==> src/rtl/decadj_pkg.sv <==
// Package: shared command codes and control states for the decimal adjust unit.
// Assumes a 3-bit command field; codes 6 and 7 are reserved pass-through.
package decadj_pkg;

    typedef enum logic [2:0] {
        OP_PADD  = 3'd0,
        OP_PSUB  = 3'd1,
        OP_UADD  = 3'd2,
        OP_USUB  = 3'd3,
        OP_SPLIT = 3'd4,
        OP_COMB  = 3'd5,
        OP_RSV6  = 3'd6,
        OP_RSV7  = 3'd7
    } adj_op_e;

    typedef enum logic [1:0] {
        ST_IDLE = 2'd0,
        ST_DIV  = 2'd1,
        ST_MUL  = 2'd2
    } adj_st_e;

endpackage

==> src/rtl/decadj_nibfix.sv <==
// Module: combinational digit correction for one direction (add or subtract).
// IS_SUB selects the direction. It produces both the packed result and the
// unpacked result from the same first-digit step.
// Assumes RADIX <= 2**(BYTE_W/2), so that one digit fits in half a byte.
module decadj_nibfix #(
    parameter int BYTE_W = 8,
    parameter int RADIX  = 10,
    parameter bit IS_SUB = 1'b0
) (
    input  logic [BYTE_W-1:0] al_i,
    input  logic [BYTE_W-1:0] ah_i,
    input  logic              af_i,
    input  logic              cf_i,
    output logic [BYTE_W-1:0] pk_al_o,
    output logic              pk_af_o,
    output logic              pk_cf_o,
    output logic [BYTE_W-1:0] up_al_o,
    output logic [BYTE_W-1:0] up_ah_o,
    output logic              up_fl_o
);
    localparam int NIB_W = BYTE_W / 2;
    localparam logic [NIB_W-1:0]  LO_LIM  = NIB_W'(RADIX - 1);
    localparam logic [BYTE_W-1:0] LO_FIX  = BYTE_W'((1 << NIB_W) - RADIX);
    localparam logic [BYTE_W-1:0] HI_FIX  = LO_FIX << NIB_W;
    localparam logic [BYTE_W-1:0] HI_LIM  = BYTE_W'((RADIX << NIB_W) - 1);
    localparam logic [BYTE_W-1:0] LO_MASK = BYTE_W'((1 << NIB_W) - 1);

    logic              fix_lo;
    logic              fix_hi;
    logic              lo_carry;
    logic [BYTE_W:0]   lo_sum;
    logic [BYTE_W-1:0] step1;
    logic [BYTE_W-1:0] hi_res;
    logic [BYTE_W-1:0] ah_res;

    // Low digit needs correction when it is out of range or AF reports a carry.
    always_comb fix_lo = (al_i[NIB_W-1:0] > LO_LIM) | af_i;

    generate
        if (IS_SUB) begin : g_sub
            // Subtract variant: borrow appears in the extra top bit.
            always_comb lo_sum = {1'b0, al_i} - {1'b0, LO_FIX};
            always_comb hi_res = step1 - HI_FIX;
            always_comb ah_res = ah_i - BYTE_W'(1);
        end else begin : g_add
            // Add variant: carry appears in the extra top bit.
            always_comb lo_sum = {1'b0, al_i} + {1'b0, LO_FIX};
            always_comb hi_res = step1 + HI_FIX;
            always_comb ah_res = ah_i + BYTE_W'(1);
        end
    endgenerate

    // First step: apply the low-digit correction if needed.
    always_comb begin
        step1    = fix_lo ? lo_sum[BYTE_W-1:0] : al_i;
        lo_carry = fix_lo & lo_sum[BYTE_W];
    end

    // Second step (packed only): correct the high digit.
    always_comb fix_hi = (step1 > HI_LIM) | cf_i | lo_carry;

    // Drive the packed results.
    always_comb begin
        pk_al_o = fix_hi ? hi_res : step1;
        pk_af_o = fix_lo;
        pk_cf_o = fix_hi;
    end

    // Drive the unpacked results: keep one digit, move the carry into the high byte.
    always_comb begin
        up_al_o = step1 & LO_MASK;
        up_ah_o = fix_lo ? ah_res : ah_i;
        up_fl_o = fix_lo;
    end

endmodule

==> src/rtl/decadj_div10.sv <==
// Module: sequential restoring divider by the constant RADIX.
// Produces one quotient bit per cycle, most significant bit first.
// 'go' loads the dividend. 'fin' is high during the last step, and
// quot_o/rem_o then show that step's final values.
// Assumes 'go' is only raised while the divider is idle.
module decadj_div10 #(
    parameter int BYTE_W = 8,
    parameter int RADIX  = 10
) (
    input  logic              clk,
    input  logic              rst_n,
    input  logic              go,
    input  logic [BYTE_W-1:0] dividend,
    output logic              fin,
    output logic [BYTE_W-1:0] quot_o,
    output logic [BYTE_W-1:0] rem_o
);
    localparam int RAD_W = $clog2(RADIX + 1);
    localparam int CNT_W = (BYTE_W > 2) ? $clog2(BYTE_W) : 1;
    localparam logic [RAD_W:0]   DIVISOR = (RAD_W + 1)'(RADIX);
    localparam logic [CNT_W-1:0] LAST    = CNT_W'(BYTE_W - 1);

    logic [BYTE_W-1:0] shreg_q;
    logic [BYTE_W-1:0] quo_q;
    logic [RAD_W-1:0]  rem_q;
    logic [CNT_W-1:0]  cnt_q;
    logic              run_q;
    logic [RAD_W:0]    trial;
    logic              fits;
    logic [RAD_W:0]    diff;
    logic [RAD_W-1:0]  rem_nx;
    logic [BYTE_W-1:0] quo_nx;

    // One restoring step: bring in the next dividend bit and subtract the divisor if it fits.
    always_comb begin
        trial  = {rem_q, shreg_q[BYTE_W-1]};
        fits   = trial >= DIVISOR;
        diff   = trial - DIVISOR;
        rem_nx = fits ? diff[RAD_W-1:0] : trial[RAD_W-1:0];
        quo_nx = {quo_q[BYTE_W-2:0], fits};
    end

    // Expose the final values during the last step.
    always_comb begin
        fin    = run_q && (cnt_q == LAST);
        quot_o = quo_nx;
        rem_o  = {{(BYTE_W - RAD_W){1'b0}}, rem_nx};
    end

    // Iteration registers: load on go, then shift once per cycle.
    always_ff @(posedge clk) begin
        if (!rst_n) begin
            shreg_q <= '0;
            quo_q   <= '0;
            rem_q   <= '0;
            cnt_q   <= '0;
            run_q   <= 1'b0;
        end else if (go) begin
            shreg_q <= dividend;
            quo_q   <= '0;
            rem_q   <= '0;
            cnt_q   <= '0;
            run_q   <= 1'b1;
        end else if (run_q) begin
            shreg_q <= shreg_q << 1;
            quo_q   <= quo_nx;
            rem_q   <= rem_nx;
            cnt_q   <= cnt_q + CNT_W'(1);
            if (fin) begin
                run_q <= 1'b0;
            end
        end
    end

endmodule

==> src/rtl/decadj_mul10.sv <==
// Module: sequential multiply by the constant RADIX, plus an addend.
// Uses shift-and-add over the bits of RADIX, least significant bit first.
// The accumulator starts at the addend, and the result wraps at BYTE_W bits.
// 'fin' is high during the last step, and prod_o then shows the final sum.
module decadj_mul10 #(
    parameter int BYTE_W = 8,
    parameter int RADIX  = 10
) (
    input  logic              clk,
    input  logic              rst_n,
    input  logic              go,
    input  logic [BYTE_W-1:0] mcand,
    input  logic [BYTE_W-1:0] addend,
    output logic              fin,
    output logic [BYTE_W-1:0] prod_o
);
    localparam int RAD_W = $clog2(RADIX + 1);
    localparam int CNT_W = (RAD_W > 2) ? $clog2(RAD_W) : 1;
    localparam logic [RAD_W-1:0] MULT = RAD_W'(RADIX);
    localparam logic [CNT_W-1:0] LAST = CNT_W'(RAD_W - 1);

    logic [BYTE_W-1:0] acc_q;
    logic [BYTE_W-1:0] mc_q;
    logic [CNT_W-1:0]  cnt_q;
    logic              run_q;
    logic [BYTE_W-1:0] acc_nx;

    // Add the shifted multiplicand when the current multiplier bit is set.
    always_comb begin
        acc_nx = MULT[cnt_q] ? (acc_q + mc_q) : acc_q;
        fin    = run_q && (cnt_q == LAST);
        prod_o = acc_nx;
    end

    // Iteration registers: load on go, then one multiplier bit per cycle.
    always_ff @(posedge clk) begin
        if (!rst_n) begin
            acc_q <= '0;
            mc_q  <= '0;
            cnt_q <= '0;
            run_q <= 1'b0;
        end else if (go) begin
            acc_q <= addend;
            mc_q  <= mcand;
            cnt_q <= '0;
            run_q <= 1'b1;
        end else if (run_q) begin
            acc_q <= acc_nx;
            mc_q  <= mc_q << 1;
            cnt_q <= cnt_q + CNT_W'(1);
            if (fin) begin
                run_q <= 1'b0;
            end
        end
    end

endmodule

==> src/rtl/decadj_unit.sv <==
// Module: top level of the decimal adjust unit.
// Accepts one command when idle and captures its operands at that edge.
// Digit fixes and reserved codes finish on the accepting edge.
// Split and combine hand off to the sequential divider or multiplier.
// Results are registered and held until the next command completes.
module decadj_unit
    import decadj_pkg::*;
#(
    parameter int BYTE_W = 8,
    parameter int RADIX  = 10,
    localparam int WORD_W = 2 * BYTE_W
) (
    input  logic              clk,
    input  logic              rst_n,
    input  logic              start,
    input  logic [2:0]        op,
    input  logic [WORD_W-1:0] ax_in,
    input  logic              af_in,
    input  logic              cf_in,
    output logic [WORD_W-1:0] ax_out,
    output logic              af_out,
    output logic              cf_out,
    output logic              busy,
    output logic              done
);
    logic [BYTE_W-1:0] ah;
    logic [BYTE_W-1:0] al;
    adj_op_e           op_e;
    adj_st_e           state_q;
    logic              accept;
    logic              div_go;
    logic              mul_go;
    logic              div_fin;
    logic              mul_fin;
    logic [BYTE_W-1:0] div_quot;
    logic [BYTE_W-1:0] div_rem;
    logic [BYTE_W-1:0] mul_prod;
    logic              hold_af_q;
    logic              hold_cf_q;
    logic [WORD_W-1:0] ax_q;
    logic              af_q;
    logic              cf_q;
    logic              done_q;

    // Digit-fix results: index 0 is the add direction, index 1 the subtract direction.
    logic [BYTE_W-1:0] pk_al [2];
    logic              pk_af [2];
    logic              pk_cf [2];
    logic [BYTE_W-1:0] up_al [2];
    logic [BYTE_W-1:0] up_ah [2];
    logic              up_fl [2];

    // Split the word and decode the command.
    always_comb begin
        ah     = ax_in[WORD_W-1:BYTE_W];
        al     = ax_in[BYTE_W-1:0];
        op_e   = adj_op_e'(op);
        accept = start && (state_q == ST_IDLE);
        div_go = accept && (op_e == OP_SPLIT);
        mul_go = accept && (op_e == OP_COMB);
    end

    generate
        for (genvar d = 0; d < 2; d++) begin : g_dir
            decadj_nibfix #(
                .BYTE_W (BYTE_W),
                .RADIX  (RADIX),
                .IS_SUB (d == 1)
            ) u_fix (
                .al_i    (al),
                .ah_i    (ah),
                .af_i    (af_in),
                .cf_i    (cf_in),
                .pk_al_o (pk_al[d]),
                .pk_af_o (pk_af[d]),
                .pk_cf_o (pk_cf[d]),
                .up_al_o (up_al[d]),
                .up_ah_o (up_ah[d]),
                .up_fl_o (up_fl[d])
            );
        end
    endgenerate

    decadj_div10 #(
        .BYTE_W (BYTE_W),
        .RADIX  (RADIX)
    ) u_div (
        .clk      (clk),
        .rst_n    (rst_n),
        .go       (div_go),
        .dividend (al),
        .fin      (div_fin),
        .quot_o   (div_quot),
        .rem_o    (div_rem)
    );

    decadj_mul10 #(
        .BYTE_W (BYTE_W),
        .RADIX  (RADIX)
    ) u_mul (
        .clk    (clk),
        .rst_n  (rst_n),
        .go     (mul_go),
        .mcand  (ah),
        .addend (al),
        .fin    (mul_fin),
        .prod_o (mul_prod)
    );

    // Control state, result registers and the completion pulse.
    always_ff @(posedge clk) begin
        if (!rst_n) begin
            state_q   <= ST_IDLE;
            ax_q      <= '0;
            af_q      <= 1'b0;
            cf_q      <= 1'b0;
            done_q    <= 1'b0;
            hold_af_q <= 1'b0;
            hold_cf_q <= 1'b0;
        end else begin
            done_q <= 1'b0;
            unique case (state_q)
                ST_IDLE: begin
                    if (start) begin
                        unique case (op_e)
                            OP_PADD: begin
                                ax_q   <= {ah, pk_al[0]};
                                af_q   <= pk_af[0];
                                cf_q   <= pk_cf[0];
                                done_q <= 1'b1;
                            end
                            OP_PSUB: begin
                                ax_q   <= {ah, pk_al[1]};
                                af_q   <= pk_af[1];
                                cf_q   <= pk_cf[1];
                                done_q <= 1'b1;
                            end
                            OP_UADD: begin
                                ax_q   <= {up_ah[0], up_al[0]};
                                af_q   <= up_fl[0];
                                cf_q   <= up_fl[0];
                                done_q <= 1'b1;
                            end
                            OP_USUB: begin
                                ax_q   <= {up_ah[1], up_al[1]};
                                af_q   <= up_fl[1];
                                cf_q   <= up_fl[1];
                                done_q <= 1'b1;
                            end
                            OP_SPLIT: begin
                                hold_af_q <= af_in;
                                hold_cf_q <= cf_in;
                                state_q   <= ST_DIV;
                            end
                            OP_COMB: begin
                                hold_af_q <= af_in;
                                hold_cf_q <= cf_in;
                                state_q   <= ST_MUL;
                            end
                            default: begin
                                ax_q   <= ax_in;
                                af_q   <= af_in;
                                cf_q   <= cf_in;
                                done_q <= 1'b1;
                            end
                        endcase
                    end
                end
                ST_DIV: begin
                    if (div_fin) begin
                        ax_q    <= {div_quot, div_rem};
                        af_q    <= hold_af_q;
                        cf_q    <= hold_cf_q;
                        done_q  <= 1'b1;
                        state_q <= ST_IDLE;
                    end
                end
                ST_MUL: begin
                    if (mul_fin) begin
                        ax_q    <= {{BYTE_W{1'b0}}, mul_prod};
                        af_q    <= hold_af_q;
                        cf_q    <= hold_cf_q;
                        done_q  <= 1'b1;
                        state_q <= ST_IDLE;
                    end
                end
                default: state_q <= ST_IDLE;
            endcase
        end
    end

    // Drive the ports from the registers.
    always_comb begin
        ax_out = ax_q;
        af_out = af_q;
        cf_out = cf_q;
        done   = done_q;
        busy   = (state_q != ST_IDLE);
    end

endmodule

==> config.mk <==
export PLATFORM = sky130hd
export DESIGN_NAME = decadj_unit
export DESIGN_NICKNAME = d
export VERILOG_FILES = /design/src/rtl/decadj_pkg.sv /design/src/rtl/decadj_nibfix.sv /design/src/rtl/decadj_div10.sv /design/src/rtl/decadj_mul10.sv /design/src/rtl/decadj_unit.sv
export SDC_FILE = /design/constraint.sdc
export NUM_CORES = 1
export LEC_CHECK = 0
export BUFFER_PORTS_ARGS = -buffer_cell sky130_fd_sc_hd__buf_2
export CAP_MARGIN = 5
export CORE_UTILIZATION = 50
export DETAILED_ROUTE_END_ITERATION = 7
export GPL_TIMING_DRIVEN = 0
export PLACE_DENSITY = 0.69
export SLEW_MARGIN = 10
export SYNTH_ARGS = -nofsm -noshare
export SYNTH_HDL_FRONTEND = slang
export SYNTH_SLANG_ARGS = --single-unit
export TNS_END_PERCENT = 1
==> constraint.sdc <==
create_clock -name clk -period 7.8 [get_ports clk]
set_input_delay 1.95 -clock clk [delete_from_list [all_inputs] [get_ports clk]]
set_output_delay 1.95 -clock clk [all_outputs]
set_load 0.03 [all_outputs]
# Yosys cells after proc, flatten, opt, wreduce, memory -nomap -nowiden
# Index checks and enable logic that the tools add are counted.
# totals
reg_bits	65
out_inout_bits	20
# classes
n_lt_le_gt_ge	5
add_sub_neg	10
n_eq_ne	14
bitwise_logic	8
n_reduce_logical	19
muxes	47
# op_table
cell	count
$mux W8	13
$pmux W16 S5	1
$mux W16	3
$pmux W16 S3	1
$mux W1	17
$gt A8 B8 Y1 const B	2
$add A8 B3 Y9 const B	1
$eq A3 B3 Y1 const B	3
$pmux W1 S3	3
$sub A8 B3 Y9 const B	1
$add A8 B1 Y8 const B	1
$add A8 B7 Y8 const B	1
$add A8 B8 Y8	1
$ne A2 B2 Y1 const B	4
$reduce_or A2 Y1	4
$sub A8 B1 Y8 const B	1
$sub A8 B7 Y8 const B	1
$eq A3 B2 Y1 const B	2
$mux W2	3
$pmux W2 S3	1
$reduce_bool A2 Y1	3
$ge A5 B4 Y1 const B	1
$logic_and A1 B1 Y1	5
$or A1 B1 Y1	5
other kinds (23)	25

# Logic depth before layout (Yosys ltp)
# Gate-level depths: netlist of the first run.
# logic_depth
ltp_word	10
ltp_mapped	11
mapped_depth_nobuf	10

# By module
# A second synthesis of the first run with hierarchy kept.
# hier_totals
hier_cells	656
hier_area_um2	5434.0
# by_module_without_submodules
module	n_inst	area_per_inst_um2	seq_area_each_um2	cells_each
decadj_unit	1	1824.2	460.4	217
decadj_mul10	1	1310.0	380.4	149
decadj_div10	1	1113.6	460.4	122
decadj_nibfix (g_dir[1].u_fix)	1	689.4	0.0	105
decadj_nibfix (g_dir[0].u_fix)	1	496.7	0.0	63

# Worst setup path before layout of the first run
# Ideal clock, no wire load.
# synth_path
path_type	input to register
from	input port af_in
to	register ax_q[6], in the netlist ax_out[6]
required_time_ns	7.681
setup_slack_ns	3.894
stages	9
setup_ns	0.119
path_buffers	1
arrival_ns	3.787
path_cell_list	buf_2 or3b_1 nor3_1 xnor2_1 ha_1 or2_2 o221ai_1 o2111ai_1 o221a_1
# synth_via
elab_chain_cells	9
elab_cells_between_ends	18
classes_between	2 x add/sub; 2 x order compare; 7 x mux; 7 x bitwise
# synth_lines
element	line_no	text
from (decl)	decadj_unit.sv:18	input logic af_in,
$or A1 B1 Y1 *	decadj_nibfix.sv:37	always_comb fix_lo = (al_i[NIB_W-1:0] > LO_LIM) | af_i;
$mux W8	decadj_nibfix.sv:55	step1 = fix_lo ? lo_sum[BYTE_W-1:0] : al_i;
$gt A8 B8 Y1	decadj_nibfix.sv:60	always_comb fix_hi = (step1 > HI_LIM) | cf_i | lo_carry;
$or A1 B1 Y1 (2 in a row)	decadj_nibfix.sv:60	
$mux W8	decadj_nibfix.sv:64	pk_al_o = fix_hi ? hi_res : step1;
$pmux W16 S5 *	decadj_unit.sv:125	unique case (op_e)
$mux W16 *	decadj_unit.sv:124	if (start) begin
$pmux W16 S3 *	decadj_unit.sv:122	unique case (state_q)
to (signal assigned)	decadj_unit.sv:127	ax_q <= {ah, pk_al[0]};
to (signal assigned)	decadj_unit.sv:133	ax_q <= {ah, pk_al[1]};
to (signal assigned)	decadj_unit.sv:139	ax_q <= {up_ah[0], up_al[0]};
to (decl)	decadj_unit.sv:40	logic [WORD_W-1:0] ax_q;
# Mark *: on every way between the ends. The rest lies on a longest branch, timed or not. The select of a mux whose other input is x is not followed.
# A chain may end at the register's enable or synchronous reset.

# Worst setup path after layout of the first run
# layout_path
from	input port ax_in[1]
to	register ax_q[6], in the netlist ax_out[6]
# layout_via
elab_chain_cells	10
elab_cells_between_ends	21
classes_between	4 x add/sub; 3 x order compare; 7 x mux; 7 x bitwise
# layout_lines
element	line_no	text
from (decl)	decadj_unit.sv:17	input logic [WORD_W-1:0] ax_in,
parallel branches: the longest is 7 deep, another holds $sub A8 B3 Y9	n/a	
$pmux W16 S5 *	decadj_unit.sv:125	
$mux W16 *	decadj_unit.sv:124	
$pmux W16 S3 *	decadj_unit.sv:122	
# Mark *: on every way between the ends. The select of a mux whose other input is x is not followed.

==> impl_metrics.xml, run 1 <==
<?xml version="1.0" encoding="UTF-8"?>
<metrics>
  <group name="flow_run">
    <metric name="max_cap_viol_count" unit="">0</metric>
  </group>
  <group name="power">
    <metric name="pwr-share-clk" unit="">0.357</metric>
    <metric name="power_switching" unit="mW">0.2798</metric>
    <metric name="power_per_cell_area" unit="nW/um2">170.1</metric>
    <metric name="power.switching_fraction" unit="">0.3322</metric>
    <metric name="internal_power" unit="mW">0.5626</metric>
    <metric name="leakagePower" unit="nW">1.915</metric>
    <metric name="power_frac_seq" unit="">0.425</metric>
    <metric name="ir_drop" unit="mV">0.1156</metric>
    <metric name="combPwrFrac" unit="">0.218</metric>
  </group>
  <group name="route">
    <metric name="drt_drc_violations_left" unit="">0</metric>
    <metric name="ant_nets" unit="">0</metric>
    <metric name="wl_per_cell" unit="um">18.47</metric>
    <metric name="detail_route.vias_per_cell" unit="">6.183</metric>
    <metric name="totalWireLength" unit="um">13150</metric>
    <metric name="route.vias.total" unit="">4402</metric>
    <metric name="first_iter_violations" unit="">351</metric>
    <metric name="firstDrtPassIters" unit="">5</metric>
  </group>
  <group name="floorplan">
    <metric name="initial_standard_cell_utilization_of_the_core" unit="">0.5274</metric>
    <metric name="dieHeight" unit="um">96.03</metric>
    <metric name="core.rowCount" unit="">33</metric>
    <metric name="ioPinCount" unit="">44</metric>
    <metric name="floorplan.core_area" unit="um2">8382</metric>
    <metric name="die_width" unit="um">96.03</metric>
    <metric name="die_area" unit="um2">9221</metric>
  </group>
  <group name="finish">
    <metric name="postLayoutCoreUtil" unit="">0.5910</metric>
    <metric name="final_instance_area" unit="um2">4954</metric>
    <metric name="filler_cell_count" unit="">795</metric>
    <metric name="layout-area-overhead-vs-synth" unit="%">12.06</metric>
    <metric name="post_layout_nonfiller_instances" unit="">712</metric>
    <metric name="ant_diodes" unit="">0</metric>
    <metric name="design.final.nets" unit="">648</metric>
    <metric name="final_layout_size_suffix_gt1_frac" unit="">0.1285</metric>
  </group>
  <group name="clock_tree">
    <metric name="clock_sinks" unit="">65</metric>
    <metric name="ctsRootBufferMaster" unit="">sky130_fd_sc_hd__clkbuf_8</metric>
    <metric name="cts-buffers-inserted" unit="">9</metric>
    <metric name="postCtsHoldBufs" unit="">0</metric>
    <metric name="cts.htree.levels" unit="">3</metric>
    <metric name="postCtsSetupBuffers" unit="">0</metric>
    <metric name="post_cts_sizing" unit="">0</metric>
    <metric name="clkLatencyLatePin" unit="ps">350</metric>
    <metric name="tritoncts_clock_tree" unit="">yes</metric>
    <metric name="clock_pin_slew_on_the_worst_setup_and_hold_paths" unit="ps">80</metric>
    <metric name="clock_path_buffers" unit="">2</metric>
  </group>
  <group name="sta">
    <metric name="max_freq" unit="GHz">0.2545</metric>
    <metric name="worst_clock_skew" unit="ps">15.13</metric>
    <metric name="report.final.hold_viol_count" unit="">0</metric>
    <metric name="fin_tns_setup" unit="ps">0</metric>
    <metric name="final-setup-viol-count" unit="">0</metric>
    <metric name="whs" unit="ps">448.9</metric>
    <metric name="rsz0062_at_grt" unit="">false</metric>
    <metric name="fin_crit" unit="ps">3930</metric>
    <metric name="number_of_pins_exceeding_their_max_slew_limit_in_the_final_report" unit="">0</metric>
    <metric name="worst_slew_margin_rel" unit="">0.5548</metric>
    <metric name="worstMarginPinSlew" unit="ps">667.8</metric>
    <metric name="final_worst_path_period_share" unit="">0.5038</metric>
  </group>
  <group name="worst_setup_path">
    <metric name="start_kind" unit="">primary input</metric>
    <metric name="crit_arrival" unit="ps">4170</metric>
    <metric name="timing.critical_path.fanout_max" unit="">5</metric>
    <metric name="critical_path.top_delay_family" unit="">simple AND/OR/NAND/NOR gates</metric>
    <metric name="cp_num_buf_inv" unit="">1</metric>
    <metric name="max_stage_delay" unit="ps">470</metric>
    <metric name="r2r-start" unit="">state_q[0]</metric>
    <metric name="crit_top_cell" unit="">sky130_fd_sc_hd__ha_1</metric>
    <metric name="criticalPathCategory" unit="">in2reg</metric>
    <metric name="cp_cell_sequence" unit="">buf_2 &gt; ha_1 &gt; nor4b_2 &gt; xnor2_1 &gt; ha_1 &gt; or2_2 &gt; o221ai_1 &gt; o2111ai_1 &gt; o221a_1</metric>
    <metric name="worstSetupEndpointType" unit="">flip-flop</metric>
    <metric name="worst_path_max_delay_cell" unit="">sky130_fd_sc_hd__nor4b_2</metric>
    <metric name="cp-startpoint" unit="">ax_in[1]</metric>
    <metric name="cp.required" unit="ps">8040</metric>
  </group>
  <group name="worst_hold_path">
    <metric name="worstHoldPathType" unit="">reg2reg</metric>
    <metric name="worst_hold_startpoint" unit="">ax_out[11]</metric>
  </group>
  <group name="grt">
    <metric name="grt_max_degree" unit="">14</metric>
    <metric name="grt_use_total" unit="">0.2995</metric>
    <metric name="wire_length_of_the_first_global_routing_pass" unit="um">20810</metric>
    <metric name="grt_pass1_vias" unit="">4049</metric>
    <metric name="grt.overflow.total" unit="">0</metric>
    <metric name="antenna_found_initial" unit="">0</metric>
  </group>
  <group name="logic_synthesis">
    <metric name="syn-cell-area" unit="um2">4420</metric>
    <metric name="netlist.top_cell.by_area" unit="">sky130_fd_sc_hd__dfxtp_1</metric>
    <metric name="netlist-cell-type-count" unit="">68</metric>
    <metric name="synth.avg_cell_area" unit="um2">8.023</metric>
    <metric name="asyncSetResetFlopFracSynth" unit="">0</metric>
    <metric name="netlist_top_cells_area" unit="">sky130_fd_sc_hd__dfxtp_1, sky130_fd_sc_hd__mux2i_1, sky130_fd_sc_hd__ha_1</metric>
    <metric name="synth-main-ff-cell" unit="">sky130_fd_sc_hd__dfxtp_1</metric>
    <metric name="synth_seq_cells" unit="">65</metric>
    <metric name="post_synth_inst_count" unit="">551</metric>
    <metric name="number_of_synthesized_flops_with_an_enable_pin" unit="">0</metric>
    <metric name="syn_nets" unit="">597</metric>
    <metric name="yosys.area.top_type_share" unit="">0.2944</metric>
    <metric name="synth-warning-count" unit="">0</metric>
    <metric name="sequential_fraction_of_the_synthesis_area" unit="">0.2944</metric>
  </group>
  <group name="place">
    <metric name="hpwl" unit="um">9746</metric>
    <metric name="place.detailed.instances" unit="">696</metric>
    <metric name="instance_area_at_placement" unit="um2">4752</metric>
    <metric name="gp_routability_congestion" unit="">0.9220</metric>
    <metric name="numPortBuffers" unit="">40</metric>
  </group>
  <group name="outcome">
    <metric name="status" unit="">finished clean</metric>
  </group>
</metrics>
cell families (layout without fill, tap and decap cells):
kind of cell             count (synthesis)  after routing  share of synthesized area
AND/OR/NAND/NOR                        185            185                     0.2086
AO/OA/AOI/OAI                          155            155                     0.2386
flip-flops                              65             65                     0.2944
buffers and inverters                   61            117                    0.05802
multiplexers                            40             40                    0.09086
XOR/XNOR                                23             23                    0.04557
adder cells (fa/ha/maj)                 22             22                    0.06397
registers in the layout, summed over array words and instances (netlist names), 2 cells and up:
name,flops
u_div.cnt_q,3
ax_out,16
u_div.rem_q,4
state_q,2
u_mul.mc_q,8
u_div.shreg_q,8
u_div.quo_q,7
u_mul.cnt_q,2
u_mul.acc_q,8
worst reg2reg max path, stage by stage (launching register included):
cell                       delay (ps)
sky130_fd_sc_hd__dfxtp_1          390
sky130_fd_sc_hd__inv_1             80
sky130_fd_sc_hd__ha_1             190
sky130_fd_sc_hd__clkbuf_1         280
sky130_fd_sc_hd__a221o_1          450
sky130_fd_sc_hd__nor3b_1          410
sky130_fd_sc_hd__buf_2            350
sky130_fd_sc_hd__nand2_1          210
sky130_fd_sc_hd__o32ai_1          350
worst paths after layout:
check	endpoint	slack [ps]	cells after the start
min	ax_out[11]	450	2
max	ax_out[6]	3870	9
max reg2reg	cf_out	5000	8
min reg2reg	ax_out[11]	450	2
power by group through the flow:
stage / Clock (mW) / Combinational (mW) / Sequential [mW]
after floorplan: 0 / 0.106 / 0.384
after detailed placement: 0 / 0.179 / 0.366
after global placement: 0 / 0.177 / 0.365
final: 0.301 / 0.183 / 0.358
after global routing: 0.317 / 0.198 / 0.360
after CTS: 0.301 / 0.181 / 0.358
per-stage QoR:
step / total power, mW / setup slack, ps
after CTS: 0.8393 / 3848
after floorplan: 0.4901 / 3894
after global routing: 0.8755 / 3713
after global placement: 0.5425 / 3509
after detailed placement: 0.5450 / 3486
final: 0.8424 / 3870
cells in the final DEF (no fill, tap or decap), drive strengths merged, types with 17 or more instances in the layout:
master and count:
clkbuf 35, dfxtp 65, inv 22, ha 21
mux2i 39, a21oi 33, a211oi 23, buf 55
xnor2 17, nand2 52, nor2 58, o21ai 31
routing by layer:
layer,up-vias,track usage,part of all wire
li1,2118,-,-
met1,2061,0.4153,0.46
met2,193,0.4634,0.45
met3,30,0.04897,0.063
met4,0,0.1132,0.030
met5,-,0,0
synth_stat cells, drive strengths merged, types with 4 or more instances:
cell type / instances
a31oi: 4
or3: 6
xnor2: 17
dfxtp: 65
o22ai: 9
o211ai: 6
mux2i: 39
nand2: 52
o32ai: 4
inv: 20
nand3b: 4
nand4b: 5
a21oi: 33
o21a: 4
a311oi: 6
o21ai: 31
clkbuf: 26
o31ai: 5
nor2: 58
xor2: 6
nand2b: 4
buf: 15
nand3: 12
ha: 21
nor3: 12
a211oi: 23
a2bb2oi: 5
nor2b: 6
final cells by class:
cell class	count	area, um2	area share
inverter	20	75.07	0.01516
tap	105	131.4	0.02652
clock inverter	7	77.57	0.01566
multi-input combinational	425	2863	0.5779
clock buffer	9	123.9	0.02501
buffer	41	181.4	0.03663
timing repair buffer	40	200.2	0.04041
sequential	65	1301	0.2627
(Power assumes the default switching activity.)
==> run 2: changes to the inputs <==
--- a/config.mk
+++ b/config.mk
@@ -5,6 +5,7 @@
 export SDC_FILE = /design/constraint.sdc
 export NUM_CORES = 1
 export LEC_CHECK = 0
+export ABC_AREA = 1
 export BUFFER_PORTS_ARGS = -buffer_cell sky130_fd_sc_hd__buf_2
 export CAP_MARGIN = 5
 export CORE_UTILIZATION = 50
==> constraint.sdc (replaced) <==
create_clock -name clk -period 3.8 [get_ports clk]
set_input_delay 0.95 -clock clk [delete_from_list [all_inputs] [get_ports clk]]
set_output_delay 0.95 -clock clk [all_outputs]
set_load 0.03 [all_outputs]
==> run 2 against run 1 <==
  * Non-clock buffer count fell by 15
  * Count of clock-buffer cells in the layout rose by 1
  * Sequential cell count did not move
  * Register-to-register slack got worse by 3400 ps
  * First-iteration DRC count fell by 16%
  * Clock skew fell by 4.9 ps
  * Global-route usage fell by 0.14 points
  * Combinational power rose to 5.0 times the previous value
  * Synthesized area fell by 5.0%
==> impl_metrics.xml, run 2 <==
<?xml version="1.0" encoding="UTF-8"?>
<metrics>
  <group name="outcome">
    <metric name="status" unit="">finished clean</metric>
  </group>
  <group name="clock_tree">
    <metric name="cts-buffers-inserted" unit="">9</metric>
    <metric name="post_cts_sizing" unit="">0</metric>
    <metric name="postCtsHoldBufs" unit="">0</metric>
    <metric name="clock_path_buffers" unit="">2</metric>
    <metric name="clock_pin_slew_on_the_worst_setup_and_hold_paths" unit="ps">80</metric>
    <metric name="clock_sinks" unit="">65</metric>
    <metric name="ctsRootBufferMaster" unit="">sky130_fd_sc_hd__clkbuf_8</metric>
    <metric name="clkLatencyLatePin" unit="ps">350</metric>
    <metric name="cts.htree.levels" unit="">3</metric>
    <metric name="postCtsSetupBuffers" unit="">0</metric>
    <metric name="tritoncts_clock_tree" unit="">yes</metric>
  </group>
  <group name="logic_synthesis">
    <metric name="synth_area_in_simple_gates" unit="">0.2807</metric>
    <metric name="yosysMostFrequentCell" unit="">sky130_fd_sc_hd__nand2_1</metric>
    <metric name="asyncSetResetFlopFracSynth" unit="">0</metric>
    <metric name="synth-main-ff-cell" unit="">sky130_fd_sc_hd__dfxtp_1</metric>
    <metric name="netlist.top_cell.by_area" unit="">sky130_fd_sc_hd__dfxtp_1</metric>
    <metric name="synth_top_family_by_area" unit="">simple AND/OR/NAND/NOR gates</metric>
    <metric name="netlist_top_cells_area" unit="">sky130_fd_sc_hd__dfxtp_1, sky130_fd_sc_hd__nand2_1, sky130_fd_sc_hd__a21oi_1</metric>
    <metric name="synth-warning-count" unit="">0</metric>
    <metric name="sequential_fraction_of_the_synthesis_area" unit="">0.3099</metric>
    <metric name="number_of_synthesized_flops_with_an_enable_pin" unit="">0</metric>
    <metric name="yosys.area.top_type_share" unit="">0.3099</metric>
    <metric name="syn-cell-area" unit="um2">4199</metric>
    <metric name="top_cells_by_instance_count_after_synthesis" unit="">sky130_fd_sc_hd__nand2_1, sky130_fd_sc_hd__a21oi_1, sky130_fd_sc_hd__dfxtp_1</metric>
    <metric name="syn_nets" unit="">673</metric>
    <metric name="synth_seq_cells" unit="">65</metric>
    <metric name="synthXorXnorAreaFrac" unit="">0.02920</metric>
    <metric name="synth_adder_area_share" unit="">0.06734</metric>
    <metric name="post_synth_inst_count" unit="">627</metric>
    <metric name="synth.area.mux_share" unit="">0.004768</metric>
    <metric name="share_of_the_synthesized_area_in_compound_gates_ao_oa_aoi_oai" unit="">0.2169</metric>
    <metric name="synth.avg_cell_area" unit="um2">6.697</metric>
    <metric name="netlist-cell-type-count" unit="">42</metric>
  </group>
  <group name="place">
    <metric name="gp_routability_congestion" unit="">0.9517</metric>
    <metric name="hpwl" unit="um">9664</metric>
    <metric name="instance_area_at_placement" unit="um2">4541</metric>
    <metric name="place.detailed.instances" unit="">774</metric>
    <metric name="numPortBuffers" unit="">42</metric>
    <metric name="pre_cts_ws" unit="ps">1039</metric>
  </group>
  <group name="floorplan">
    <metric name="core.rowCount" unit="">33</metric>
    <metric name="dieHeight" unit="um">93.64</metric>
    <metric name="die_area" unit="um2">8768</metric>
    <metric name="ioPinCount" unit="">44</metric>
    <metric name="die_width" unit="um">93.64</metric>
    <metric name="floorplan.core_area" unit="um2">8175</metric>
    <metric name="initial_standard_cell_utilization_of_the_core" unit="">0.5136</metric>
  </group>
  <group name="finish">
    <metric name="largest_register_ffs" unit="">16</metric>
    <metric name="final_instance_area" unit="um2">4768</metric>
    <metric name="postLayoutCoreUtil" unit="">0.5833</metric>
    <metric name="ant_diodes" unit="">0</metric>
    <metric name="layout.cells.most_common" unit="">sky130_fd_sc_hd__nand2_1</metric>
    <metric name="design.final.nets" unit="">726</metric>
    <metric name="layout-area-overhead-vs-synth" unit="%">13.56</metric>
    <metric name="post_layout_nonfiller_instances" unit="">790</metric>
    <metric name="layout.cells.most_common_list" unit="">sky130_fd_sc_hd__nand2_1, sky130_fd_sc_hd__a21oi_1, sky130_fd_sc_hd__dfxtp_1</metric>
    <metric name="final_layout_size_suffix_gt1_frac" unit="">0.1489</metric>
  </group>
  <group name="route">
    <metric name="wl_per_cell" unit="um">15.60</metric>
    <metric name="totalWireLength" unit="um">12320</metric>
    <metric name="ant_nets" unit="">0</metric>
    <metric name="top_layer_used" unit="">met4</metric>
    <metric name="wirelength_met1" unit="um">5712</metric>
    <metric name="first_iter_violations" unit="">295</metric>
    <metric name="met3_routed_wirelength" unit="um">780</metric>
    <metric name="firstDrtPassIters" unit="">5</metric>
    <metric name="drt_drc_violations_left" unit="">0</metric>
    <metric name="route.met2.wl" unit="um">5522</metric>
    <metric name="route.vias.total" unit="">4501</metric>
    <metric name="detail_route.vias_per_cell" unit="">5.697</metric>
  </group>
  <group name="sta">
    <metric name="final-setup-viol-count" unit="">0</metric>
    <metric name="whs" unit="ps">468.0</metric>
    <metric name="report.final.hold_viol_count" unit="">0</metric>
    <metric name="worst_slew_margin_rel" unit="">0.4713</metric>
    <metric name="final_critical_path_setup_slack" unit="ps">1384</metric>
    <metric name="fin_crit" unit="ps">2416</metric>
    <metric name="worst_clock_skew" unit="ps">10.25</metric>
    <metric name="number_of_pins_exceeding_their_max_slew_limit_in_the_final_report" unit="">0</metric>
    <metric name="worstMarginPinSlew" unit="ps">787.1</metric>
    <metric name="max_freq" unit="GHz">0.4140</metric>
    <metric name="rsz0062_at_grt" unit="">false</metric>
    <metric name="fin_tns_setup" unit="ps">0</metric>
    <metric name="final_worst_path_period_share" unit="">0.6357</metric>
  </group>
  <group name="worst_setup_path">
    <metric name="timing.critical_path.fanout_max" unit="">6</metric>
    <metric name="worstSetupEndpointType" unit="">flip-flop</metric>
    <metric name="cp.required" unit="ps">4040</metric>
    <metric name="crit_arrival" unit="ps">2660</metric>
    <metric name="start_kind" unit="">primary input</metric>
    <metric name="criticalPathCategory" unit="">in2reg</metric>
    <metric name="r2r-start" unit="">u_mul.mc_q[0]</metric>
    <metric name="cp-startpoint" unit="">ax_in[1]</metric>
  </group>
  <group name="flow_run">
    <metric name="max_cap_viol_count" unit="">0</metric>
  </group>
  <group name="power">
    <metric name="leakagePower" unit="nW">2.148</metric>
    <metric name="power_per_cell_area" unit="nW/um2">511.7</metric>
    <metric name="ir_drop" unit="mV">0.3522</metric>
    <metric name="post-layout-total-power" unit="mW">2.440</metric>
  </group>
  <group name="grt">
    <metric name="grt_pass1_vias" unit="">4027</metric>
    <metric name="wire_length_of_the_first_global_routing_pass" unit="um">20020</metric>
    <metric name="grt_max_degree" unit="">13</metric>
    <metric name="grt_use_total" unit="">0.2980</metric>
    <metric name="antenna_found_initial" unit="">0</metric>
    <metric name="grt.overflow.total" unit="">0</metric>
  </group>
  <group name="worst_hold_path">
    <metric name="worst_hold_startpoint" unit="">u_div.quo_q[6]</metric>
    <metric name="worstHoldPathType" unit="">reg2reg</metric>
  </group>
</metrics>
-- run 2: cell types whose count changed in the layout (fill, tap and decap cells not counted), sizes merged, moves of 13 or more --
cell    previous run  this run
xnor2             17         4
a211oi            23         1
nand2             52       141
inv               22        72
o21ai             31        53
nand3             12        42
a21oi             33        67
mux2i             39         2
-- run 2: layer usage --
metal | up-vias | global-route usage
li1 | 2222 | -
met5 | - | 0
met2 | 155 | 0.4724
met3 | 26 | 0.03984
met4 | 0 | 0.1103
met1 | 2098 | 0.4110
-- run 2: final timing paths --
path,end,slack [ps],depth (start not counted)
max reg2reg,ax_out[6],1600,13
min reg2reg,u_div.quo_q[6],470,2
max,ax_out[7],1380,16
min,u_div.quo_q[6],470,2
-- run 2: cell type report --
class | instances | area (um2)
Buffer | 24 | 108.9
Inverter | 73 | 274.0
Tap cell | 105 | 131.4
Fill cell | 837 | 3407
Timing Repair Buffer | 42 | 210.2
Clock buffer | 10 | 137.6
Multi-Input combinational cell | 465 | 2515
Clock inverter | 6 | 90.09
Sequential cell | 65 | 1301
-- run 2: kinds of logic after synthesis --
logic type	count (synthesis)
compound gates	160
simple gates	267
mux	2
xor+xnor	14
flops	65
fa+ha+maj	22
buf+inv	97
-- run 2: where the power goes --
| part | internal (mW) | switching (mW) |
|---|---|---|
| Combinational | 0.267 | 0.657 |
| Clock | 0.389 | 0.285 |
| Sequential | 0.782 | 0.0586 |
| Total | 1.44 | 1.00 |
-- run 2: critical path: stages --
cell and delay, ps:
sky130_fd_sc_hd__buf_2 130, sky130_fd_sc_hd__inv_2 90, sky130_fd_sc_hd__ha_1 260, sky130_fd_sc_hd__nor2_2 180, sky130_fd_sc_hd__nand3_1 90, sky130_fd_sc_hd__nand2_1 90, sky130_fd_sc_hd__nand2_1 100, sky130_fd_sc_hd__ha_1 190
sky130_fd_sc_hd__inv_1 80, sky130_fd_sc_hd__nand3_1 80, sky130_fd_sc_hd__nand3_1 90, sky130_fd_sc_hd__nand3_1 80, sky130_fd_sc_hd__nand2_1 70, sky130_fd_sc_hd__nand3_1 70, sky130_fd_sc_hd__nand2_1 70, sky130_fd_sc_hd__inv_1 40
==> run 3: changes to the inputs <==
--- a/config.mk
+++ b/config.mk
@@ -11,7 +11,7 @@
 export CORE_UTILIZATION = 50
 export DETAILED_ROUTE_END_ITERATION = 7
 export GPL_TIMING_DRIVEN = 0
-export PLACE_DENSITY = 0.69
+export PLACE_DENSITY = 0.72
 export SLEW_MARGIN = 10
 export SYNTH_ARGS = -nofsm -noshare
 export SYNTH_HDL_FRONTEND = slang
==> constraint.sdc (replaced) <==
create_clock -name clk -period 2.1 [get_ports clk]
set_input_delay 0.525 -clock clk [delete_from_list [all_inputs] [get_ports clk]]
set_output_delay 0.525 -clock clk [all_outputs]
set_load 0.03 [all_outputs]
==> run 3 against run 2 <==
  * Core utilization decreased by 0.14 points
  * Clock skew decreased by 4.1 ps
  * Setup slack got worse by 1300 ps
  * Critical path type is now reg2reg
  * Highest routed layer unchanged
==> impl_metrics.xml, run 3 (synthesized netlist as in run 2, its figures left out) <==
<?xml version="1.0" encoding="UTF-8"?>
<metrics>
  <group name="place">
    <metric name="gp_routability_congestion" unit="">0.9354</metric>
    <metric name="place.detailed.instances" unit="">774</metric>
    <metric name="instance_area_at_placement" unit="um2">4541</metric>
    <metric name="hpwl" unit="um">9321</metric>
    <metric name="numPortBuffers" unit="">42</metric>
  </group>
  <group name="grt">
    <metric name="grt.overflow.total" unit="">0</metric>
    <metric name="use_met3" unit="">0.03984</metric>
    <metric name="antenna_found_initial" unit="">0</metric>
    <metric name="wire_length_of_the_first_global_routing_pass" unit="um">19440</metric>
    <metric name="gr-usage-met1" unit="">0.3831</metric>
    <metric name="grt_use_met2" unit="">0.4694</metric>
    <metric name="grt_pass1_vias" unit="">4038</metric>
    <metric name="grt_most_used_layer" unit="">met2</metric>
    <metric name="grt_max_degree" unit="">11</metric>
    <metric name="grt_use_total" unit="">0.2871</metric>
  </group>
  <group name="sta">
    <metric name="final-setup-viol-count" unit="">0</metric>
    <metric name="worst_slew_margin_rel" unit="">0.5544</metric>
    <metric name="final_worst_path_period_share" unit="">0.9421</metric>
    <metric name="max_freq" unit="GHz">0.5055</metric>
    <metric name="rsz0062_at_grt" unit="">true</metric>
    <metric name="number_of_pins_exceeding_their_max_slew_limit_in_the_final_report" unit="">0</metric>
    <metric name="worst_clock_skew" unit="ps">6.161</metric>
    <metric name="whs" unit="ps">445.9</metric>
    <metric name="fin_crit" unit="ps">1978</metric>
    <metric name="worstMarginPinSlew" unit="ps">668.4</metric>
    <metric name="report.final.hold_viol_count" unit="">0</metric>
  </group>
  <group name="floorplan">
    <metric name="dieHeight" unit="um">93.64</metric>
    <metric name="initial_standard_cell_utilization_of_the_core" unit="">0.5136</metric>
    <metric name="die_width" unit="um">93.64</metric>
    <metric name="ioPinCount" unit="">44</metric>
    <metric name="floorplan.core_area" unit="um2">8175</metric>
    <metric name="die_area" unit="um2">8768</metric>
    <metric name="core.rowCount" unit="">33</metric>
  </group>
  <group name="finish">
    <metric name="filler_cell_count" unit="">798</metric>
    <metric name="layout.cells.most_common_list" unit="">sky130_fd_sc_hd__nand2_1, sky130_fd_sc_hd__a21oi_1, sky130_fd_sc_hd__dfxtp_1</metric>
    <metric name="footprint_of_the_multi_input_gates" unit="um2">2546</metric>
    <metric name="final_layout_size_suffix_gt1_frac" unit="">0.1611</metric>
    <metric name="final_instance_area" unit="um2">4757</metric>
    <metric name="design.final.nets" unit="">725</metric>
    <metric name="post_layout_nonfiller_instances" unit="">788</metric>
    <metric name="layout-area-overhead-vs-synth" unit="%">13.29</metric>
    <metric name="layout.cells.most_common" unit="">sky130_fd_sc_hd__nand2_1</metric>
    <metric name="area.sequential" unit="um2">1303</metric>
    <metric name="largest_register_ffs" unit="">16</metric>
    <metric name="postLayoutCoreUtil" unit="">0.5819</metric>
    <metric name="ant_diodes" unit="">0</metric>
  </group>
  <group name="flow_run">
    <metric name="max_cap_viol_count" unit="">0</metric>
  </group>
  <group name="worst_hold_path">
    <metric name="worstHoldPathType" unit="">in2reg</metric>
    <metric name="min_path_cells" unit="">3</metric>
  </group>
  <group name="worst_setup_path">
    <metric name="crit_arrival" unit="ps">2260</metric>
    <metric name="cp.required" unit="ps">2380</metric>
    <metric name="timing.critical_path.fanout_max" unit="">10</metric>
    <metric name="criticalPathCategory" unit="">reg2reg</metric>
    <metric name="worstSetupEndpointType" unit="">flip-flop</metric>
    <metric name="worst_r2r_path_depth" unit="">10</metric>
    <metric name="start_kind" unit="">flip-flop</metric>
  </group>
  <group name="route">
    <metric name="firstDrtPassIters" unit="">5</metric>
    <metric name="drt_drc_violations_left" unit="">0</metric>
    <metric name="ant_nets" unit="">0</metric>
    <metric name="route.vias.total" unit="">4470</metric>
    <metric name="first_iter_violations" unit="">300</metric>
    <metric name="wl_per_cell" unit="um">15.45</metric>
    <metric name="detail_route.vias_per_cell" unit="">5.673</metric>
    <metric name="totalWireLength" unit="um">12170</metric>
  </group>
  <group name="clock_tree">
    <metric name="tritoncts_clock_tree" unit="">yes</metric>
    <metric name="clock_pin_slew_on_the_worst_setup_and_hold_paths" unit="ps">70</metric>
    <metric name="cts-buffers-inserted" unit="">9</metric>
    <metric name="clock_sinks" unit="">65</metric>
    <metric name="postCtsHoldBufs" unit="">0</metric>
    <metric name="ctsRootBufferMaster" unit="">sky130_fd_sc_hd__clkbuf_8</metric>
    <metric name="cts.htree.levels" unit="">3</metric>
    <metric name="clock_path_buffers" unit="">2</metric>
    <metric name="clkLatencyLatePin" unit="ps">350</metric>
  </group>
  <group name="power">
    <metric name="leakagePower" unit="nW">2.128</metric>
    <metric name="post-layout-total-power" unit="mW">4.207</metric>
    <metric name="power_per_cell_area" unit="nW/um2">884.3</metric>
    <metric name="ir_drop" unit="mV">0.5185</metric>
  </group>
  <group name="outcome">
    <metric name="status" unit="">finished clean</metric>
  </group>
</metrics>
run 3: changes by cell type in the layout (fill, tap and decap cells not counted), sizes merged:
cell and change:
bufinv -2, clkbuf +2, clkinv -1, inv -1
run 3: what timing repair did:
action	CTS	global route
gates cloned	0	0
resized for setup	2	15
endpoints found under the setup margin	2	31
setup buffers	0	0
pin swaps	1	2
run 3: report_power, final:
part | internal [mW] | switching (mW)
clock | 0.517 | 0.482
sequential | 1.42 | 0.108
combinational | 0.508 | 1.17
run 3: worst max-delay path, cell delays in order, from the launching register on:
cell                       delay (ps)
sky130_fd_sc_hd__dfxtp_1          380
sky130_fd_sc_hd__inv_1            100
sky130_fd_sc_hd__ha_1             250
sky130_fd_sc_hd__inv_1            130
sky130_fd_sc_hd__nor2_1            90
sky130_fd_sc_hd__a221oi_2         240
sky130_fd_sc_hd__nand2_1          130
sky130_fd_sc_hd__inv_2            160
sky130_fd_sc_hd__buf_4            210
sky130_fd_sc_hd__o21ai_0          110
sky130_fd_sc_hd__a21oi_2          130
run 3: per-layer routing:
metal / vias up / wire length [um]
met1: 2068 / 5461
met2: 164 / 5651
met5: - / 0
met3: 25 / 757
li1: 2213 / -
met4: 0 / 304
run 3: area by class of cell:
class | instances | area share
Timing Repair Buffer | 42 | 0.04419
Inverter | 73 | 0.05760
Clock inverter | 2 | 0.002630
Clock buffer | 13 | 0.03551
Sequential cell | 65 | 0.2738
Buffer | 23 | 0.02341
Tap cell | 105 | 0.02762
Multi-Input combinational cell | 465 | 0.5352
run 3: final timing paths:
kind | endpoint | start | slack (ps)
worst max-delay path | ax_out[6] | state_q[0] | 120
worst min-delay path | u_mul.mc_q[0] | ax_in[8] | 450
worst max register to register | ax_out[6] | state_q[0] | 120
worst min register to register | u_div.quo_q[6] | u_div.quo_q[6] | 470
run 3: through the flow:
step	setup TNS (ps)	setup slack, ps
5_1_grt	-777.9	-74.13
6_report	0	121.6
3_5_place_dp	-514.5	-176.6
3_3_place_gp	-390.7	-154.6
2_1_floorplan	0	204.8
4_1_cts	0	6.865
